### src/rtl/bfp_pkg.sv
package bfp_pkg;
  typedef enum logic [2:0] {
    ST_IDLE,
    ST_SETUP,
    ST_CHECK,
    ST_FILL,
    ST_COMMIT
  } bfp_state_e;

  localparam int unsigned SR_RDY  = 7;
  localparam int unsigned SR_FAIL = 4;
  localparam int unsigned SR_VPP  = 3;
  localparam int unsigned SR_LOCK = 1;
  localparam int unsigned SR_BUF  = 0;
endpackage

### src/rtl/bfp_wbuf.sv
module bfp_wbuf #(
  parameter int unsigned DATA_W = 16,
  parameter int unsigned DEPTH  = 32,
  localparam int unsigned IDX_W = $clog2(DEPTH)
) (
  input  logic              clk_i,
  input  logic              rst_ni,
  input  logic              clr_i,
  input  logic              we_i,
  input  logic [DATA_W-1:0] wdata_i,
  output logic [IDX_W-1:0]  cnt_o,
  output logic              last_o,
  input  logic [IDX_W-1:0]  ridx_i,
  output logic [DATA_W-1:0] rdata_o
);
  logic [DATA_W-1:0] mem_q [DEPTH];
  logic [IDX_W-1:0]  cnt_q;
  logic              wr;

  assign wr = we_i && !clr_i;

  always_ff @(posedge clk_i or negedge rst_ni) begin
    if (!rst_ni)                                cnt_q <= '0;
    else if (clr_i)                             cnt_q <= '0;
    else if (we_i) begin
      if (cnt_q == IDX_W'(DEPTH-1))             cnt_q <= '0;
      else                                      cnt_q <= cnt_q + 1'b1;
    end
  end

  always_ff @(posedge clk_i) begin
    if (wr) mem_q[cnt_q] <= wdata_i;
  end

  assign cnt_o   = cnt_q;
  assign last_o  = wr && (cnt_q == IDX_W'(DEPTH-1));
  assign rdata_o = mem_q[ridx_i];

  // discarded fill leaves the buffer empty
  assert_clr_empty_R9: assert property (@(posedge clk_i) disable iff (!rst_ni)
    clr_i |=> cnt_q == '0);
  assert_fill_advance_R7: assert property (@(posedge clk_i) disable iff (!rst_ni)
    (wr && cnt_q != IDX_W'(DEPTH-1)) |=> cnt_q != '0);
endmodule

### src/rtl/bfp_commit.sv
module bfp_commit #(
  parameter int unsigned DATA_W   = 16,
  parameter int unsigned ADDR_W   = 10,
  parameter int unsigned DEPTH    = 32,
  parameter int unsigned PROG_CYC = 40,
  localparam int unsigned IDX_W   = $clog2(DEPTH),
  localparam int unsigned T_W     = $clog2(PROG_CYC + 1)
) (
  input  logic              clk_i,
  input  logic              rst_ni,
  input  logic              start_i,
  input  logic [ADDR_W-1:0] base_i,
  output logic [IDX_W-1:0]  ridx_o,
  input  logic [DATA_W-1:0] rdata_i,
  output logic              arr_we_o,
  output logic [ADDR_W-1:0] arr_addr_o,
  output logic [DATA_W-1:0] arr_data_o,
  output logic              busy_o,
  output logic              done_o
);
  logic [T_W-1:0] t_q;
  logic           busy_q;

  always_ff @(posedge clk_i or negedge rst_ni) begin
    if (!rst_ni) begin
      busy_q <= 1'b0;
      t_q    <= '0;
    end else if (start_i) begin
      busy_q <= 1'b1;
      t_q    <= '0;
    end else if (busy_q) begin
      if (t_q == T_W'(PROG_CYC-1)) busy_q <= 1'b0;
      t_q <= t_q + 1'b1;
    end
  end

  assign ridx_o     = t_q[IDX_W-1:0];
  assign arr_we_o   = busy_q && (t_q < T_W'(DEPTH));
  assign arr_addr_o = base_i + ADDR_W'(ridx_o);
  assign arr_data_o = rdata_i;
  assign busy_o     = busy_q;
  assign done_o     = busy_q && (t_q == T_W'(PROG_CYC-1));

  assert_commit_aligned_R7: assert property (@(posedge clk_i) disable iff (!rst_ni)
    (busy_q && t_q == '0) |-> base_i[IDX_W-1:0] == '0);
  assert_base_stable_R10: assert property (@(posedge clk_i) disable iff (!rst_ni)
    (busy_q && !done_o) |=> $stable(base_i));
  assert_no_restart_R8: assert property (@(posedge clk_i) disable iff (!rst_ni)
    busy_q |-> !start_i);
endmodule

### src/rtl/bfp_seq.sv
module bfp_seq
  import bfp_pkg::*;
#(
  parameter int unsigned DATA_W   = 16,
  parameter int unsigned ADDR_W   = 10,
  parameter int unsigned BLK_W    = 8,
  parameter int unsigned DEPTH    = 32,
  parameter int unsigned PROG_CYC = 40,
  parameter logic [DATA_W-1:0] CMD_SETUP   = DATA_W'('h0080),
  parameter logic [DATA_W-1:0] CMD_CONFIRM = DATA_W'('h00D0),
  parameter logic [DATA_W-1:0] EXIT_WORD   = DATA_W'('h00FF)
) (
  input  logic              clk_i,
  input  logic              rst_ni,
  input  logic              bus_we_i,
  input  logic [ADDR_W-1:0] bus_addr_i,
  input  logic [DATA_W-1:0] bus_data_i,
  input  logic              blk_locked_i,
  input  logic              vpp_ok_i,
  output logic [7:0]        sr_o,
  output logic              arr_we_o,
  output logic [ADDR_W-1:0] arr_addr_o,
  output logic [DATA_W-1:0] arr_data_o
);
  localparam int unsigned IDX_W = $clog2(DEPTH);
  localparam int unsigned TAG_W = ADDR_W - BLK_W;

  bfp_state_e        state_q;
  logic [TAG_W-1:0]  tag_q;
  logic [BLK_W-1:0]  ptr_q;
  logic [7:0]        sr_q;

  logic              in_blk, is_exit, fill_wr, abort, buf_clr;
  logic [IDX_W-1:0]  cnt, ridx;
  logic              last;
  logic [DATA_W-1:0] rdata;
  logic              commit_busy, commit_done;
  logic              err_lock, err_vpp, err_align;

  assign in_blk    = bus_addr_i[ADDR_W-1:BLK_W] == tag_q;
  assign is_exit   = (cnt == '0) && (bus_data_i == EXIT_WORD);
  assign abort     = (state_q == ST_FILL) && bus_we_i && !in_blk;
  assign fill_wr   = (state_q == ST_FILL) && bus_we_i && in_blk && !is_exit;
  assign buf_clr   = abort || (state_q == ST_CHECK);
  assign err_lock  = blk_locked_i;
  assign err_vpp   = !vpp_ok_i;
  assign err_align = |ptr_q[IDX_W-1:0];

  bfp_wbuf #(.DATA_W(DATA_W), .DEPTH(DEPTH)) i_wbuf (
    .clk_i   (clk_i),
    .rst_ni  (rst_ni),
    .clr_i   (buf_clr),
    .we_i    (fill_wr),
    .wdata_i (bus_data_i),
    .cnt_o   (cnt),
    .last_o  (last),
    .ridx_i  (ridx),
    .rdata_o (rdata)
  );

  bfp_commit #(.DATA_W(DATA_W), .ADDR_W(ADDR_W), .DEPTH(DEPTH), .PROG_CYC(PROG_CYC)) i_commit (
    .clk_i      (clk_i),
    .rst_ni     (rst_ni),
    .start_i    (last),
    .base_i     ({tag_q, ptr_q}),
    .ridx_o     (ridx),
    .rdata_i    (rdata),
    .arr_we_o   (arr_we_o),
    .arr_addr_o (arr_addr_o),
    .arr_data_o (arr_data_o),
    .busy_o     (commit_busy),
    .done_o     (commit_done)
  );

  always_ff @(posedge clk_i or negedge rst_ni) begin
    if (!rst_ni) begin
      state_q <= ST_IDLE;
      tag_q   <= '0;
      ptr_q   <= '0;
      sr_q    <= 8'h80;
    end else begin
      unique case (state_q)
        ST_IDLE: if (bus_we_i && bus_data_i == CMD_SETUP) state_q <= ST_SETUP;
        ST_SETUP: if (bus_we_i) begin
          if (bus_data_i == CMD_CONFIRM) begin
            state_q <= ST_CHECK;
            tag_q   <= bus_addr_i[ADDR_W-1:BLK_W];
            ptr_q   <= bus_addr_i[BLK_W-1:0];
            sr_q    <= 8'h00;
          end else begin
            state_q <= ST_IDLE;
          end
        end
        ST_CHECK: begin
          if (err_lock || err_vpp || err_align) begin
            state_q          <= ST_IDLE;
            sr_q             <= 8'h00;
            sr_q[SR_RDY]     <= 1'b1;
            sr_q[SR_FAIL]    <= 1'b1;
            sr_q[SR_VPP]     <= err_vpp;
            sr_q[SR_LOCK]    <= err_lock;
          end else begin
            state_q <= ST_FILL;
            sr_q    <= 8'h01;
          end
        end
        ST_FILL: if (bus_we_i) begin
          if (!in_blk) begin
            state_q <= ST_IDLE;
            sr_q    <= 8'h90;
          end else if (is_exit) begin
            state_q <= ST_IDLE;
            sr_q    <= 8'h80;
          end else if (last) begin
            state_q <= ST_COMMIT;
            sr_q    <= 8'h00;
          end
        end
        ST_COMMIT: if (commit_done) begin
          state_q <= ST_FILL;
          sr_q    <= 8'h01;
          ptr_q   <= ptr_q + BLK_W'(DEPTH);  // wraps inside the block
        end
        default: state_q <= ST_IDLE;
      endcase
    end
  end

  assign sr_o = sr_q;

  assert_busy_in_mode_R2: assert property (@(posedge clk_i) disable iff (!rst_ni)
    (state_q inside {ST_CHECK, ST_FILL, ST_COMMIT}) |-> !sr_q[SR_RDY]);
  assert_lock_report_R3: assert property (@(posedge clk_i) disable iff (!rst_ni)
    (state_q == ST_CHECK && blk_locked_i) |=> (sr_q[SR_LOCK] && sr_q[SR_FAIL] && sr_q[SR_RDY]));
  assert_vpp_report_R4: assert property (@(posedge clk_i) disable iff (!rst_ni)
    (state_q == ST_CHECK && !vpp_ok_i) |=> (sr_q[SR_VPP] && sr_q[SR_FAIL]));
  assert_buf_busy_R8: assert property (@(posedge clk_i) disable iff (!rst_ni)
    commit_busy |-> !sr_q[SR_BUF]);
  assert_abort_R9: assert property (@(posedge clk_i) disable iff (!rst_ni)
    abort |=> (sr_q == 8'h90 && !commit_busy && !arr_we_o));
  assert_no_write_idle_R1: assert property (@(posedge clk_i) disable iff (!rst_ni)
    (state_q == ST_IDLE) |-> !arr_we_o);
endmodule

### config.mk
export PLATFORM = sky130hd
export DESIGN_NAME = bfp_seq
export DESIGN_NICKNAME = d
export VERILOG_FILES = /design/src/rtl/bfp_pkg.sv /design/src/rtl/bfp_wbuf.sv /design/src/rtl/bfp_commit.sv /design/src/rtl/bfp_seq.sv
export SDC_FILE = /design/constraint.sdc
export NUM_CORES = 1
export LEC_CHECK = 0
export CORE_MARGIN = 5
export CORE_UTILIZATION = 61
export DETAILED_ROUTE_END_ITERATION = 8
export PLACE_DENSITY = 0.91
export SETUP_SLACK_MARGIN = 0.1
export SLEW_MARGIN = 20
export SYNTH_ARGS = -nofsm -noshare
export SYNTH_HDL_FRONTEND = slang
export SYNTH_HIERARCHICAL = 1
export SYNTH_SLANG_ARGS = --single-unit
### constraint.sdc
create_clock -name clk_i -period 3.22 [get_ports clk_i]
set_input_delay 0.644 -clock clk_i [delete_from_list [all_inputs] [get_ports clk_i]]
set_output_delay 0.644 -clock clk_i [all_outputs]
set_load 0.1 [all_outputs]
Word-level counts from Yosys, hierarchy flattened
Memories as Yosys holds them, arrays and structs flattened.
Index checks and enable logic that the tools add are counted.
{"block": "word_totals", "regBits": 33, "memories": 1, "ram_bits": 512}
{"name": "i_wbuf.mem_q", "words": 32, "word_bits": 16, "rd": 1, "rd_ports_with_merged_regs": 0, "wr": 1, "line": "bfp_wbuf.sv:16", "rtl": "logic [DATA_W-1:0] mem_q [DEPTH];"}
{"block": "classes", "n_reduce_logical": 28, "addsub": 4, "eq_ne": 16, "order_cmp": 1, "muxes": 33}
{"op": "8-bit two-way mux", "n": 11}
{"op": "16-bit by 8-bit equality test with 1-bit output, second input constant", "n": 3}
{"op": "8-bit one-hot mux with 4 select lines", "n": 1}
{"op": "3-bit two-way mux", "n": 7}
{"op": "8-bit one-hot mux with 2 select lines", "n": 1}
{"op": "5-bit two-way mux", "n": 3}
{"op": "3-bit one-hot mux with 5 select lines", "n": 1}
{"op": "6-bit two-way mux", "n": 2}
{"op": "10-bit by 5-bit adder with 10-bit output", "n": 1}
{"op": "1-bit logical AND", "n": 10}
{"op": "2-bit inequality test, second input constant", "n": 5}
{"op": "8-bit by 6-bit adder with 8-bit output, second input constant", "n": 1}
{"op": "6-bit by 1-bit adder with 6-bit output, second input constant", "n": 1}
{"op": "3-bit by 2-bit equality test with 1-bit output, second input constant", "n": 2}
{"op": "6-bit equality test, second input constant", "n": 1}
{"op": "6-bit < comparator, second input constant", "n": 1}
{"op": "6-bit AND reduction", "n": 1}
{"op": "2-bit nonzero test", "n": 3}
{"op": "5-bit by 1-bit adder with 5-bit output, second input constant", "n": 1}
{"op": "5-bit equality test, second input constant", "n": 1}
{"op": "5-bit zero test", "n": 1}
{"op": "1-bit two-way mux", "n": 5}
{"op": "5-bit AND reduction", "n": 1}
{"op": "5-bit OR reduction", "n": 1}
{"op": "other kinds (11)", "n": 17}

Longest topological paths before layout
{"block": "logic_depth", "depth_word": 12, "ltp_mapped": 10}

Hierarchy
Netlist, hierarchy kept.
{"mod": "bfp_wbuf", "area_per_inst_um2": 20535.9, "instances": 1, "cells_per_inst": 1162}
{"mod": "bfp_seq", "area_per_inst_um2": 1167.4, "instances": 1, "cells_per_inst": 120}
{"mod": "bfp_commit", "area_per_inst_um2": 853.3, "instances": 1, "cells_per_inst": 98}

Worst setup path after synthesis
Ideal clock, no wire load.
{"block": "synth_path", "kind": "reg-to-output", "from": "register i_commit.t_q[0]", "to": "output port arr_addr_o[6]", "path_slack_ns": -0.113, "t_required_ns": 2.576, "stages_incl_launch_ff": 6, "t_arrival_ns": 2.689, "n_path_buf": 0, "cell_sequence": "dfrtp_1 -> ha_1 -> fa_1 -> a21o_1 -> a22oi_1 -> xnor2_1"}
{"block": "synth_via", "elab_chain_len": 1}
{"element": "start: declaration", "line": "bfp_commit.sv:21", "rtl": "logic [T_W-1:0] t_q;"}
{"element": "start signal: assignment", "line": "bfp_commit.sv:33", "rtl": "t_q <= t_q + 1'b1;"}
{"element": "10-bit by 5-bit adder with 10-bit output", "line": "bfp_commit.sv:39", "rtl": "assign arr_addr_o = base_i + ADDR_W'(ridx_o);"}
{"element": "end: declaration", "line": "bfp_seq.sv:22", "rtl": "output logic [ADDR_W-1:0] arr_addr_o,"}
Every way passes these cells.

Worst setup path in the final report
{"block": "layout_path", "from": "register i_commit.t_q[1]", "to": "output port arr_data_o[3]"}
{"block": "layout_via", "elab_chain_len": 1}
{"element": "memory read 32 x 16 bit"}
{"element": "end: declaration", "line": "bfp_seq.sv:23", "rtl": "output logic [DATA_W-1:0] arr_data_o"}
Every way passes these cells.

==> impl_metrics.toml <==
[placement]
place_area_um2 = 24440
gp_congestion = 0.9503
port_buffers = 62
hpwl_um = 37420

[detailed_routing]
drt_wl_total_um = 72210
final_antenna_net_count = 0
firstDrtPassIters = 9
drc = 14
avgRoutedWirePerCell_um = 35.21
vias_per_cell = 7.255
drtIter0Drc = 2678
vias = 14880

[global_route]
grt_overflow_total = 0
antenna_found_initial = 1
grt_usage_pct = 32.46
grt_pass1_wl_um = 97120
grt_pass1_vias = 14070
grt_max_degree = 35

[pwr]
total_power_mw = 13.87
p_leak_nw = 10.81
ir_worst_vdd_v = 0.0003985
p_per_area_nw_per_um2 = 505.5

[layout]
areaGrowthSynthToFinish_pct = 21.60
drive_gt1_share_pct = 26.47
antenna_cells = 0
fin_area_um2 = 27430
nets = 1593

[worst_setup_path]
crit_buf_inv = 4
worstRegToRegCells = 10
crit_cells = 8
cpMostUsedCell = "buf_12"
path_delay_family = "buffers and inverters"
endpoint_kind = "output pin"
worst_ep_arrival_time_ns = 2.91
max_stage_delay_ns = 0.59
crit_type = "reg -> out"
path_max_fanout = 20
path_cells = "buf_12, clkbuf_16, buf_16, mux2i_1, nand2_1, nand3_2, nand3_4, buf_12"
critPathRequiredTime_ns = 2.58
worst_path_max_delay_cell = "mux2i_1"
start_kind = "register"

[yosys]
yosysSeqAreaShare_pct = 71.49
syn_area_um2 = 22560
syn_avg_cell_area_um2 = 16.35
ys_ff_latch = 542
async_flop_share_pct = 5.535
syn_inst = 1380
synth.yosys.warnings = 6
ys.flop_type = "edfxtp_1"
synth-edff-count = 512
synth_cell_types = 66

[clock_tree]
h-tree-depth = 2
numClockSinks = 542
clk_latency_ns = 0.58
cts_max_path_buffers = 3
cts_root_buf = "clkbuf_16"
clkSlewWorstSetupHoldPaths_ns = 0.06
numCtsBuffers = 50
cts_tree = "built"

[timing]
post-route-min-period_ns = 3.549
drv_slew = 0
worst_slack_ns = -0.3294
fin_crit_sh_pct = 110.2
worst_pin_slew_ns = 0.6425
skew_ns = 0.02242
setup-violations-final = 16
finalHoldViolCount = 0
rsz0062_at_grt = "yes"
whs_ns = 0.4814
clock.fmax_ghz = 0.2817
relSlewSlack_pct = 55.94

[floorplanning]
dieArea_um2 = 40920
core_area_um2 = 36520
start_util_pct = 61.76
rows = 70
io_pins = 66
die_y_um = 202.3
dieWidth_um = 202.3

[run_status]
outcome = "finished, violations left"
violations = "DRC, setup timing"

[worst_hold_path]
min-delay-path-class = "in -> async"

[job]
cap_viol_max_count = 0
-- sequential cells by signal (all words and copies together) (netlist names) --
signal	cells
i_wbuf/cnt_o	5
i_wbuf/mem_q	512
sr_o	5
i_commit/busy_o	1
tag_q	2
i_commit/t_q	6
state_q	3
ptr_q	8
-- cells by family (layout without fill, tap and decap cells) --
family / after synthesis / in the layout / share of synthesized area, %
flip-flops: 542 / 542 / 71.49
AO/OA/AOI/OAI: 196 / 196 / 6.146
AND/OR/NAND/NOR: 243 / 243 / 5.497
XOR/XNOR: 12 / 12 / 0.4659
multiplexers: 266 / 266 / 11.96
other: 1 / 3 / 0.01662
buffers and inverters: 106 / 307 / 3.611
adder cells (fa/ha/maj): 14 / 14 / 0.8099
-- where the power goes --
group / internal, mW / leakage [nW] / total (mW) / switching (mW)
logic: 0.0641 / 5.09 / 0.288 / 0.224
clock network: 3.22 / 0.742 / 5.88 / 2.66
registers: 7.70 / 4.98 / 7.70 / 0.000492
-- through the flow --
| stage | instances | util [%] | worst slack, ns | TNS, ns |
|---|---|---|---|---|
| global placement | 1928 | 66.90 | -0.7629 | -37.15 |
| floorplan | 1382 | - | 0.004175 | 0 |
| detailed placement | 1928 | 66.92 | -0.3284 | -79.72 |
| global route | 2051 | 75.10 | -0.3284 | -2.546 |
| finish | 2051 | 75.10 | -0.3294 | -2.550 |
| CTS | 2041 | 73.87 | -0.03739 | -0.1860 |
-- Yosys cell counts (6+ instances only) --
master,number,area (µm²)
a21o_1,6,45.04
a21oi_1,41,205.2
a22o_1,36,315.3
a22oi_1,66,495.5
a31oi_1,18,112.6
buf_2,18,90.09
buf_4,43,322.8
buf_6,11,123.9
buf_8,6,90.09
clkbuf_1,16,60.06
dfrtp_1,29,725.7
edfxtp_1,512,15370
ha_1,13,162.7
inv_1,6,22.52
mux2_4,7,105.1
mux2i_1,259,2592
nand2_1,49,183.9
nand3_1,39,195.2
nand4_1,22,137.6
nor2_1,63,236.5
nor3_1,23,115.1
o21ai_0,12,60.06
xnor2_1,7,61.31
-- layout by cell type, fill, tap and decap left out, drive strengths merged, types with 3 or more instances in the layout --
cell / instances
a211oi: 4
a21o: 7
a21oi: 41
a22o: 36
a22oi: 66
a31oi: 18
and2: 4
and3: 6
buf: 175
bufbuf: 4
bufinv: 4
clkbuf: 62
clkdlybuf4s50: 30
clkinv: 16
clkinvlp: 9
conb: 3
dfrtp: 29
edfxtp: 512
ha: 13
inv: 7
mux2: 7
mux2i: 259
nand2: 49
nand2b: 4
nand3: 39
nand3b: 3
nand4: 23
nor2: 64
nor2b: 4
nor3: 23
nor4: 3
nor4b: 4
o21ai: 13
or2: 6
or3b: 4
xnor2: 7
xor2: 5
-- layer usage --
| metal | track usage, % | vias up | part of all wire [%] |
|---|---|---|---|
| li1 | - | 5721 | - |
| met2 | 51.23 | 1681 | 45 |
| met4 | 15.81 | 2 | 8.6 |
| met5 | 0 | - | 0.018 |
| met1 | 42.11 | 7059 | 31 |
| met3 | 9.065 | 418 | 16 |
-- final timing paths --
path | from | endpoint | slack (ns)
max in group asynchronous | rst_ni | i_commit/t_q[1] | 2.42
min reg2reg | sr_o[1] | sr_o[1] | 0.51
min | rst_ni | sr_o[3] | 0.48
max | i_commit/t_q[1] | arr_data_o[3] | -0.33
max reg2reg | i_wbuf/cnt_o[2] | i_wbuf/mem_q[22][12] | 0.41
min in group clk_i | sr_o[1] | sr_o[1] | 0.51
-- layout make-up --
type / instances / area, µm²
clock inverters: 30 / 270.3
multi-input cells: 734 / 6419
inverters: 6 / 22.52
repair buffers: 214 / 2698
flip-flops and latches: 542 / 16140
clock buffers: 57 / 1299
well taps: 468 / 585.6
fillers: 1765 / 9094
-- worst register-to-register path, cell delays in order, from the launching register on --
cell and delay [ns]:
dfrtp_2 0.58, nor4b_1 0.10, and4b_2 0.27, a21oi_1 0.16, and3_1 0.19, nor2b_1 0.20
buf_4 0.18, nand2_1 0.11, buf_4 0.18, nor2_1 0.33, buf_12 0.22
-- repair_timing --
item,CTS,global route
hold buffers,0,0
pin swaps,46,35
endpoints found under the setup margin,22,52
hold endpoints to repair,0,0
setup buffers,17,5
cloned,9,6
gates resized for setup,107,65
Power figures use the tool's default switching activity.
